## src/rtl/pwr_state_pkg.sv

```systemverilog
package pwr_state_pkg;
  typedef enum logic [2:0] {
    ST_PWRUP  = 3'd0,
    ST_ACTIVE = 3'd1,
    ST_ENTER  = 3'd2,
    ST_SLEEP  = 3'd3,
    ST_EXIT   = 3'd4
  } pwr_state_e;

  localparam int unsigned CMD_SLEEP = 0;
  localparam int unsigned CMD_WAKE  = 1;
  localparam int unsigned NUM_CMD   = 2;
endpackage

```

## src/rtl/pwr_delay_timer.sv

```systemverilog
module pwr_delay_timer #(
  parameter int unsigned CNT_W    = 16,
  parameter int unsigned INIT_VAL = 0
) (
  input  logic             clk_i,
  input  logic             rst_ni,
  input  logic             load_i,
  input  logic [CNT_W-1:0] load_val_i,
  output logic             zero_o
);
  logic [CNT_W-1:0] cnt_q;

  always_ff @(posedge clk_i or negedge rst_ni) begin
    if (!rst_ni)             cnt_q <= CNT_W'(INIT_VAL);
    else if (load_i)         cnt_q <= load_val_i;
    else if (cnt_q != '0)    cnt_q <= cnt_q - 1'b1;
  end

  assign zero_o = (cnt_q == '0);
endmodule

```

## src/rtl/pwr_cmd_arm.sv

```systemverilog
// Holds a decoded command until chip select is released.
module pwr_cmd_arm (
  input  logic clk_i,
  input  logic rst_ni,
  input  logic arm_en_i,
  input  logic cmd_i,
  input  logic cs_rise_i,
  output logic go_o
);
  logic pend_q;

  always_ff @(posedge clk_i or negedge rst_ni) begin
    if (!rst_ni)                  pend_q <= 1'b0;
    else if (cs_rise_i)           pend_q <= 1'b0;
    else if (arm_en_i && cmd_i)   pend_q <= 1'b1;
  end

  assign go_o = cs_rise_i && arm_en_i && (pend_q || cmd_i);
endmodule

```

## src/rtl/pwr_viol_trap.sv

```systemverilog
module pwr_viol_trap (
  input  logic clk_i,
  input  logic rst_ni,
  input  logic window_i,
  input  logic cs_low_i,
  output logic viol_o
);
  logic viol_q;

  always_ff @(posedge clk_i or negedge rst_ni) begin
    if (!rst_ni)                    viol_q <= 1'b0;
    else if (window_i && cs_low_i)  viol_q <= 1'b1;
  end

  assign viol_o = viol_q;
endmodule

```

## src/rtl/pwr_sleep_ctrl.sv

```systemverilog
module pwr_sleep_ctrl
  import pwr_state_pkg::*;
#(
  parameter int unsigned CLK_MHZ = 100,
  parameter int unsigned PU_US   = 400,
  parameter int unsigned DP_US   = 3,
  parameter int unsigned RDP_US  = 400,
  parameter int unsigned PU_CYC  = CLK_MHZ * PU_US,
  parameter int unsigned DP_CYC  = CLK_MHZ * DP_US,
  parameter int unsigned RDP_CYC = CLK_MHZ * RDP_US
) (
  input  logic clk_i,
  input  logic rst_ni,
  input  logic sleep_cmd_i,
  input  logic wake_cmd_i,
  input  logic cs_rise_i,
  input  logic cs_low_i,
  output logic access_ok_o,
  output logic reg_en_o,
  output logic asleep_o,
  output logic cs_viol_o
);
  localparam int unsigned MAX_A   = (PU_CYC > DP_CYC) ? PU_CYC : DP_CYC;
  localparam int unsigned MAX_CYC = (MAX_A > RDP_CYC) ? MAX_A : RDP_CYC;
  localparam int unsigned CNT_W   = $clog2(MAX_CYC + 1);

  pwr_state_e state_q, state_d;
  logic [NUM_CMD-1:0] cmd_vec, arm_en, go;
  logic               load;
  logic [CNT_W-1:0]   load_val;
  logic               tmr_zero;

  assign cmd_vec[CMD_SLEEP] = sleep_cmd_i;
  assign cmd_vec[CMD_WAKE]  = wake_cmd_i;
  assign arm_en[CMD_SLEEP]  = (state_q == ST_ACTIVE);
  assign arm_en[CMD_WAKE]   = (state_q == ST_ENTER) || (state_q == ST_SLEEP);

  for (genvar g = 0; g < NUM_CMD; g++) begin : g_arm
    pwr_cmd_arm u_arm (
      .clk_i     (clk_i),
      .rst_ni    (rst_ni),
      .arm_en_i  (arm_en[g]),
      .cmd_i     (cmd_vec[g]),
      .cs_rise_i (cs_rise_i),
      .go_o      (go[g])
    );
  end

  pwr_delay_timer #(
    .CNT_W    (CNT_W),
    .INIT_VAL (PU_CYC - 1)
  ) u_timer (
    .clk_i      (clk_i),
    .rst_ni     (rst_ni),
    .load_i     (load),
    .load_val_i (load_val),
    .zero_o     (tmr_zero)
  );

  always_comb begin
    state_d  = state_q;
    load     = 1'b0;
    load_val = '0;
    unique case (state_q)
      ST_PWRUP:  if (tmr_zero) state_d = ST_ACTIVE;
      ST_ACTIVE: if (go[CMD_SLEEP]) begin
        state_d  = ST_ENTER;
        load     = 1'b1;
        load_val = CNT_W'(DP_CYC - 1);
      end
      ST_ENTER, ST_SLEEP: begin
        // wake wins over entry completion
        if (go[CMD_WAKE]) begin
          state_d  = ST_EXIT;
          load     = 1'b1;
          load_val = CNT_W'(RDP_CYC - 1);
        end else if (state_q == ST_ENTER && tmr_zero) begin
          state_d = ST_SLEEP;
        end
      end
      ST_EXIT:   if (tmr_zero) state_d = ST_ACTIVE;
      default:   state_d = ST_PWRUP;
    endcase
  end

  always_ff @(posedge clk_i or negedge rst_ni) begin
    if (!rst_ni) state_q <= ST_PWRUP;
    else         state_q <= state_d;
  end

  pwr_viol_trap u_trap (
    .clk_i    (clk_i),
    .rst_ni   (rst_ni),
    .window_i (state_q == ST_EXIT),
    .cs_low_i (cs_low_i),
    .viol_o   (cs_viol_o)
  );

  assign access_ok_o = (state_q == ST_ACTIVE);
  assign reg_en_o    = (state_q != ST_ENTER) && (state_q != ST_SLEEP);
  assign asleep_o    = (state_q == ST_SLEEP);
endmodule

```

## config.mk

```make
export PLATFORM = sky130hd
export DESIGN_NAME = pwr_sleep_ctrl
export DESIGN_NICKNAME = d
export VERILOG_FILES = /design/src/rtl/pwr_state_pkg.sv /design/src/rtl/pwr_delay_timer.sv /design/src/rtl/pwr_cmd_arm.sv /design/src/rtl/pwr_viol_trap.sv /design/src/rtl/pwr_sleep_ctrl.sv
export SDC_FILE = /design/constraint.sdc
export NUM_CORES = 1
export LEC_CHECK = 0
export CAP_MARGIN = 20
export CORE_MARGIN = 4
export CORE_UTILIZATION = 51
export CTS_CLUSTER_DIAMETER = 100
export DETAILED_ROUTE_END_ITERATION = 16
export HOLD_SLACK_MARGIN = 0.02
export PLACE_DENSITY = 0.74
export SLEW_MARGIN = 20
export SYNTH_ARGS = -nofsm -noshare
export SYNTH_HDL_FRONTEND = slang
export SYNTH_SLANG_ARGS = --single-unit
```

## constraint.sdc

```tcl
create_clock -name clk_i -period 1.91 [get_ports clk_i]
set_input_delay 0.573 -clock clk_i [delete_from_list [all_inputs] [get_ports clk_i]]
set_output_delay 0.573 -clock clk_i [all_outputs]
set_load 0.05 [all_outputs]
```

==> report_table.html <==
<table>
<tr><th>Metric</th><th>Value</th></tr>
<tr><th colspan="2">Outcome</th></tr>
<tr><td>Result of the run</td><td>complete, no violations</td></tr>
<tr><th colspan="2">Yosys</th></tr>
<tr><td>Yosys reg bits</td><td>22</td></tr>
<tr><td>Count of yosys warnings during synthesis</td><td>0</td></tr>
<tr><td>Combinational family with the most area after synthesis</td><td>simple AND/OR/NAND/NOR gates</td></tr>
<tr><td>Post-synthesis share of cell area spent on xor and xnor gates</td><td>4.935%</td></tr>
<tr><td>Unique cell type count in the Yosys netlist</td><td>40</td></tr>
<tr><td>Number of instances in the synthesized netlist</td><td>124</td></tr>
<tr><td>Synthesized netlist net count</td><td>131</td></tr>
<tr><td>Multiplexer area fraction after synthesis</td><td>0.8056%</td></tr>
<tr><td>Share of flip-flops with an asynchronous set or reset</td><td>100.0%</td></tr>
<tr><td>Fraction of the mapped netlist area in compound gates</td><td>14.70%</td></tr>
<tr><td>Number of synthesized flops with an enable pin</td><td>0</td></tr>
<tr><td>Summed instance area of the synthesized netlist</td><td>1242 sq um</td></tr>
<tr><td>Post-synthesis simple-gate area fraction</td><td>30.51%</td></tr>
<tr><td>Share of the yosys chip area belonging to registers</td><td>45.32%</td></tr>
<tr><td>Arithmetic-cell share of the synthesized area counting full adders, half adders and majority gates</td><td>1.007%</td></tr>
<tr><td>Post-Syn Area per Cell</td><td>10.02 sq um</td></tr>
<tr><td>Primary FF master, synth</td><td>dfrtp_1</td></tr>
<tr><th colspan="2">Finish</th></tr>
<tr><td>N_diodes</td><td>0</td></tr>
<tr><td># fillers</td><td>182</td></tr>
<tr><td>Top library cells by usage in the layout, fill and taps aside</td><td>buf_4, o21ai_0, nand2_1, dfrtp_1</td></tr>
<tr><td>Layout cells sized above 1</td><td>35.33%</td></tr>
<tr><td>Commonest non-fill, non-tap cell in the layout</td><td>buf_4</td></tr>
<tr><td>Final #Nets</td><td>158</td></tr>
<tr><td>Summed area of non-filler cells in the final layout</td><td>1578 sq um</td></tr>
<tr><td>Final design utilization</td><td>69.98%</td></tr>
<tr><td>Layout overhead on the synthesized area</td><td>26.99%</td></tr>
<tr><th colspan="2">Floorplanning</th></tr>
<tr><td>CORE AREA</td><td>2255 sq um</td></tr>
<tr><td>Die area</td><td>3290 sq um</td></tr>
<tr><td>Die Y</td><td>57.36 um</td></tr>
<tr><td>Initial Utilization</td><td>55.11%</td></tr>
<tr><td>Die extent in x</td><td>57.36 um</td></tr>
<tr><td>Boundary pin count</td><td>10</td></tr>
<tr><td>Site Rows</td><td>17</td></tr>
<tr><th colspan="2">Timing</th></tr>
<tr><td>Post-layout worst setup margin</td><td>46.90 ps</td></tr>
<tr><td>Final count of negative-setup-slack endpoints</td><td>0</td></tr>
<tr><td>Slew @ Worst Pin</td><td>393.0 ps</td></tr>
<tr><td>Top achievable clock speed</td><td>536.7 MHz</td></tr>
<tr><td>Final Slew Violations</td><td>0</td></tr>
<tr><td>Minimum period implied by the final worst setup slack</td><td>1863 ps</td></tr>
<tr><td>Setup skew after layout</td><td>6.108 ps</td></tr>
<tr><td>Hold slack final</td><td>500.5 ps</td></tr>
<tr><td>Final hold violation count</td><td>0</td></tr>
<tr><td>Final Cycle Share</td><td>97.54%</td></tr>
<tr><td>Worst rel slew slack</td><td>73.58%</td></tr>
<tr><th colspan="2">Placed design</th></tr>
<tr><td>Instance area after placement</td><td>1480 sq um</td></tr>
<tr><td>DP Wirelength</td><td>1968 um</td></tr>
<tr><td>Dpl ws</td><td>-46.78 ps</td></tr>
<tr><td>Final weighted congestion in routability-driven placement</td><td>0.7934</td></tr>
<tr><td>Count of buffers from port buffering</td><td>9</td></tr>
<tr><th colspan="2">Flow run</th></tr>
<tr><td>Max Cap Violations</td><td>0</td></tr>
<tr><th colspan="2">Clocking</th></tr>
<tr><td>Maximum buffer depth of the clock tree</td><td>2</td></tr>
<tr><td>Number of buffers created by CTS</td><td>3</td></tr>
<tr><td>Reg clk slew, reported paths</td><td>120 ps</td></tr>
<tr><td>Number of buffers added to fix hold violations after cts</td><td>0</td></tr>
<tr><td>Sink count of the clock tree</td><td>22</td></tr>
<tr><td>Root buf cell</td><td>clkbuf_4</td></tr>
<tr><td>H-Tree Depth</td><td>1</td></tr>
<tr><td>Clock insertion delay at the later pin of the skew report</td><td>300 ps</td></tr>
<tr><td>Clock tree from TritonCTS</td><td>done</td></tr>
<tr><th colspan="2">Power</th></tr>
<tr><td>Internal cell power</td><td>0.5681 mW</td></tr>
<tr><td>Sw Share</td><td>21.94%</td></tr>
<tr><td>Logic pwr share</td><td>4.6%</td></tr>
<tr><td>Reported leakage power</td><td>0.5831 nW</td></tr>
<tr><td>Total power of the final layout</td><td>0.7278 mW</td></tr>
<tr><td>Reg power frac</td><td>65.2%</td></tr>
<tr><td>Clock Power Share</td><td>30.2%</td></tr>
<tr><td>Power Dens Cells</td><td>461.3 nW/um^2</td></tr>
<tr><td>Switching power total</td><td>0.1597 mW</td></tr>
<tr><td>Worst-case vdd ir drop</td><td>0.3967 mV</td></tr>
<tr><th colspan="2">Global route</th></tr>
<tr><td>Final global-route overflow total</td><td>0</td></tr>
<tr><td>Total routing usage reported by global routing</td><td>17.72%</td></tr>
<tr><td>Antenna violations before repair</td><td>0</td></tr>
<tr><td>First-pass GRT wire length</td><td>4692 um</td></tr>
<tr><td>Pin count of the biggest net entering global routing</td><td>23</td></tr>
<tr><td>Number of global-route vias before repair</td><td>1058</td></tr>
<tr><th colspan="2">Hold path</th></tr>
<tr><td>Path category of the worst min-delay check</td><td>reg -&gt; reg</td></tr>
<tr><th colspan="2">Critical path</th></tr>
<tr><td>Required @ worst endpoint</td><td>1340 ps</td></tr>
<tr><td>Kind of start point of the critical path</td><td>flop</td></tr>
<tr><td>Crit-path max FO</td><td>3</td></tr>
<tr><td>CP Capture Type</td><td>primary output</td></tr>
<tr><td>Startpoint-to-endpoint class of the critical path</td><td>reg -&gt; out</td></tr>
<tr><td>Critical path data arrival time</td><td>1290 ps</td></tr>
<tr><th colspan="2">Drt</th></tr>
<tr><td>Routed wire length</td><td>2723 um</td></tr>
<tr><td>Pre-Repair DR Iteration Count</td><td>4</td></tr>
<tr><td>Vias post-DR</td><td>1055</td></tr>
<tr><td>Average routed wire per standard cell</td><td>15.30 um</td></tr>
<tr><td>DR iter-0 viols</td><td>16</td></tr>
<tr><td>Detailed-route DRC error count</td><td>0</td></tr>
<tr><td>Vias per inst</td><td>5.927</td></tr>
<tr><td>Remaining antenna violation count</td><td>0</td></tr>
</table>
registers in the layout, summed over array words and instances, names as in the netlist:
register,flops
u_timer.cnt_q,16
state_q,3
g_arm.u_arm.pend_q,2
u_trap.viol_o,1
layer usage:
metal | GRT usage (%) | vias up | part of all wire [%]
li1 | - | 509 | -
met1 | 23.86 | 523 | 46
met2 | 29.68 | 19 | 49
met3 | 2.489 | 4 | 3.3
met4 | 4.967 | 0 | 1.4
met5 | 0 | - | 0
Yosys cell counts (2+ instances only):
master / instances / area [sq um]
o21ai_1: 2 / 10.01
xnor2_1: 3 / 26.28
nor2b_1: 2 / 12.51
o21ai_0: 12 / 60.06
or3_1: 2 / 12.51
nand2_1: 11 / 41.29
a31o_2: 2 / 17.52
nor3b_1: 2 / 15.01
xor2_1: 4 / 35.03
nand3b_1: 4 / 30.03
o21a_1: 2 / 15.01
buf_6: 2 / 22.52
a22oi_1: 2 / 15.01
and2_1: 2 / 12.51
inv_1: 3 / 11.26
nand4b_1: 2 / 17.52
dfrtp_1: 12 / 300.3
nand4_1: 4 / 25.02
nor2_1: 10 / 37.54
a21oi_1: 8 / 40.04
nor3_1: 4 / 20.02
nand3_1: 2 / 10.01
dfstp_2: 10 / 262.8
worst max-delay path, stage by stage (launching register included):
cell and delay [ps]:
dfrtp_1 420, buf_6 130, nor3b_4 260, buf_12 170
cell type report:
class,count,area (sq um),area share [%]
Inverter,3,11.26,0.7137
Timing Repair Buffer,24,234.0,14.83
Multi-Input combinational cell,97,706.9,44.81
Clock buffer,4,26.28,1.665
Tap cell,28,35.03,2.220
Sequential cell,22,564.3,35.77
repair_timing:
| action | CTS | global route |
|---|---|---|
| endpoints found under the hold margin | 0 | 0 |
| setup endpoints to repair | 2 | 4 |
| setup buffers | 2 | 1 |
| gates resized for setup | 3 | 8 |
| pin swaps | 0 | 1 |
| cloned | 0 | 0 |
final timing paths:
path                                  start                 to  slack, ps  cells after the start
min                           u_trap.viol_o      u_trap.viol_o        500                      1
max in group asynchronous            rst_ni   u_timer.cnt_q[4]       1020                      2
min reg2reg                   u_trap.viol_o      u_trap.viol_o        500                      1
max                              state_q[1]        access_ok_o         50                      3
max reg2reg                u_timer.cnt_q[0]  u_timer.cnt_q[13]        100                      6
min in group asynchronous            rst_ni  u_timer.cnt_q[14]        600                      2
kinds of logic after synthesis:
logic type | count (synthesis)
AOI/OAI and AO/OA | 31
xor gates and xnor gates | 7
adders and majority gates | 1
buffers and inverters | 5
DFF | 22
muxes | 1
and+or+nand+nor | 57
stage by stage:
stage	instances	setup TNS [ps]
global route	178	-13.60
detailed placement	171	-138.3
floorplan	124	0
global placement	171	-72.82
CTS	177	0
finish	178	0
power by group through the flow:
stage / combinational [mW] / clock [mW] / sequential, mW
detailed placement: 0.0342 / 0 / 0.482
CTS: 0.0342 / 0.228 / 0.474
global placement: 0.0334 / 0 / 0.481
floorplan: 0.00809 / 0 / 0.481
finish: 0.0335 / 0.220 / 0.474
global route: 0.0371 / 0.253 / 0.475
Note: power is estimated with default switching activity, not from simulation.
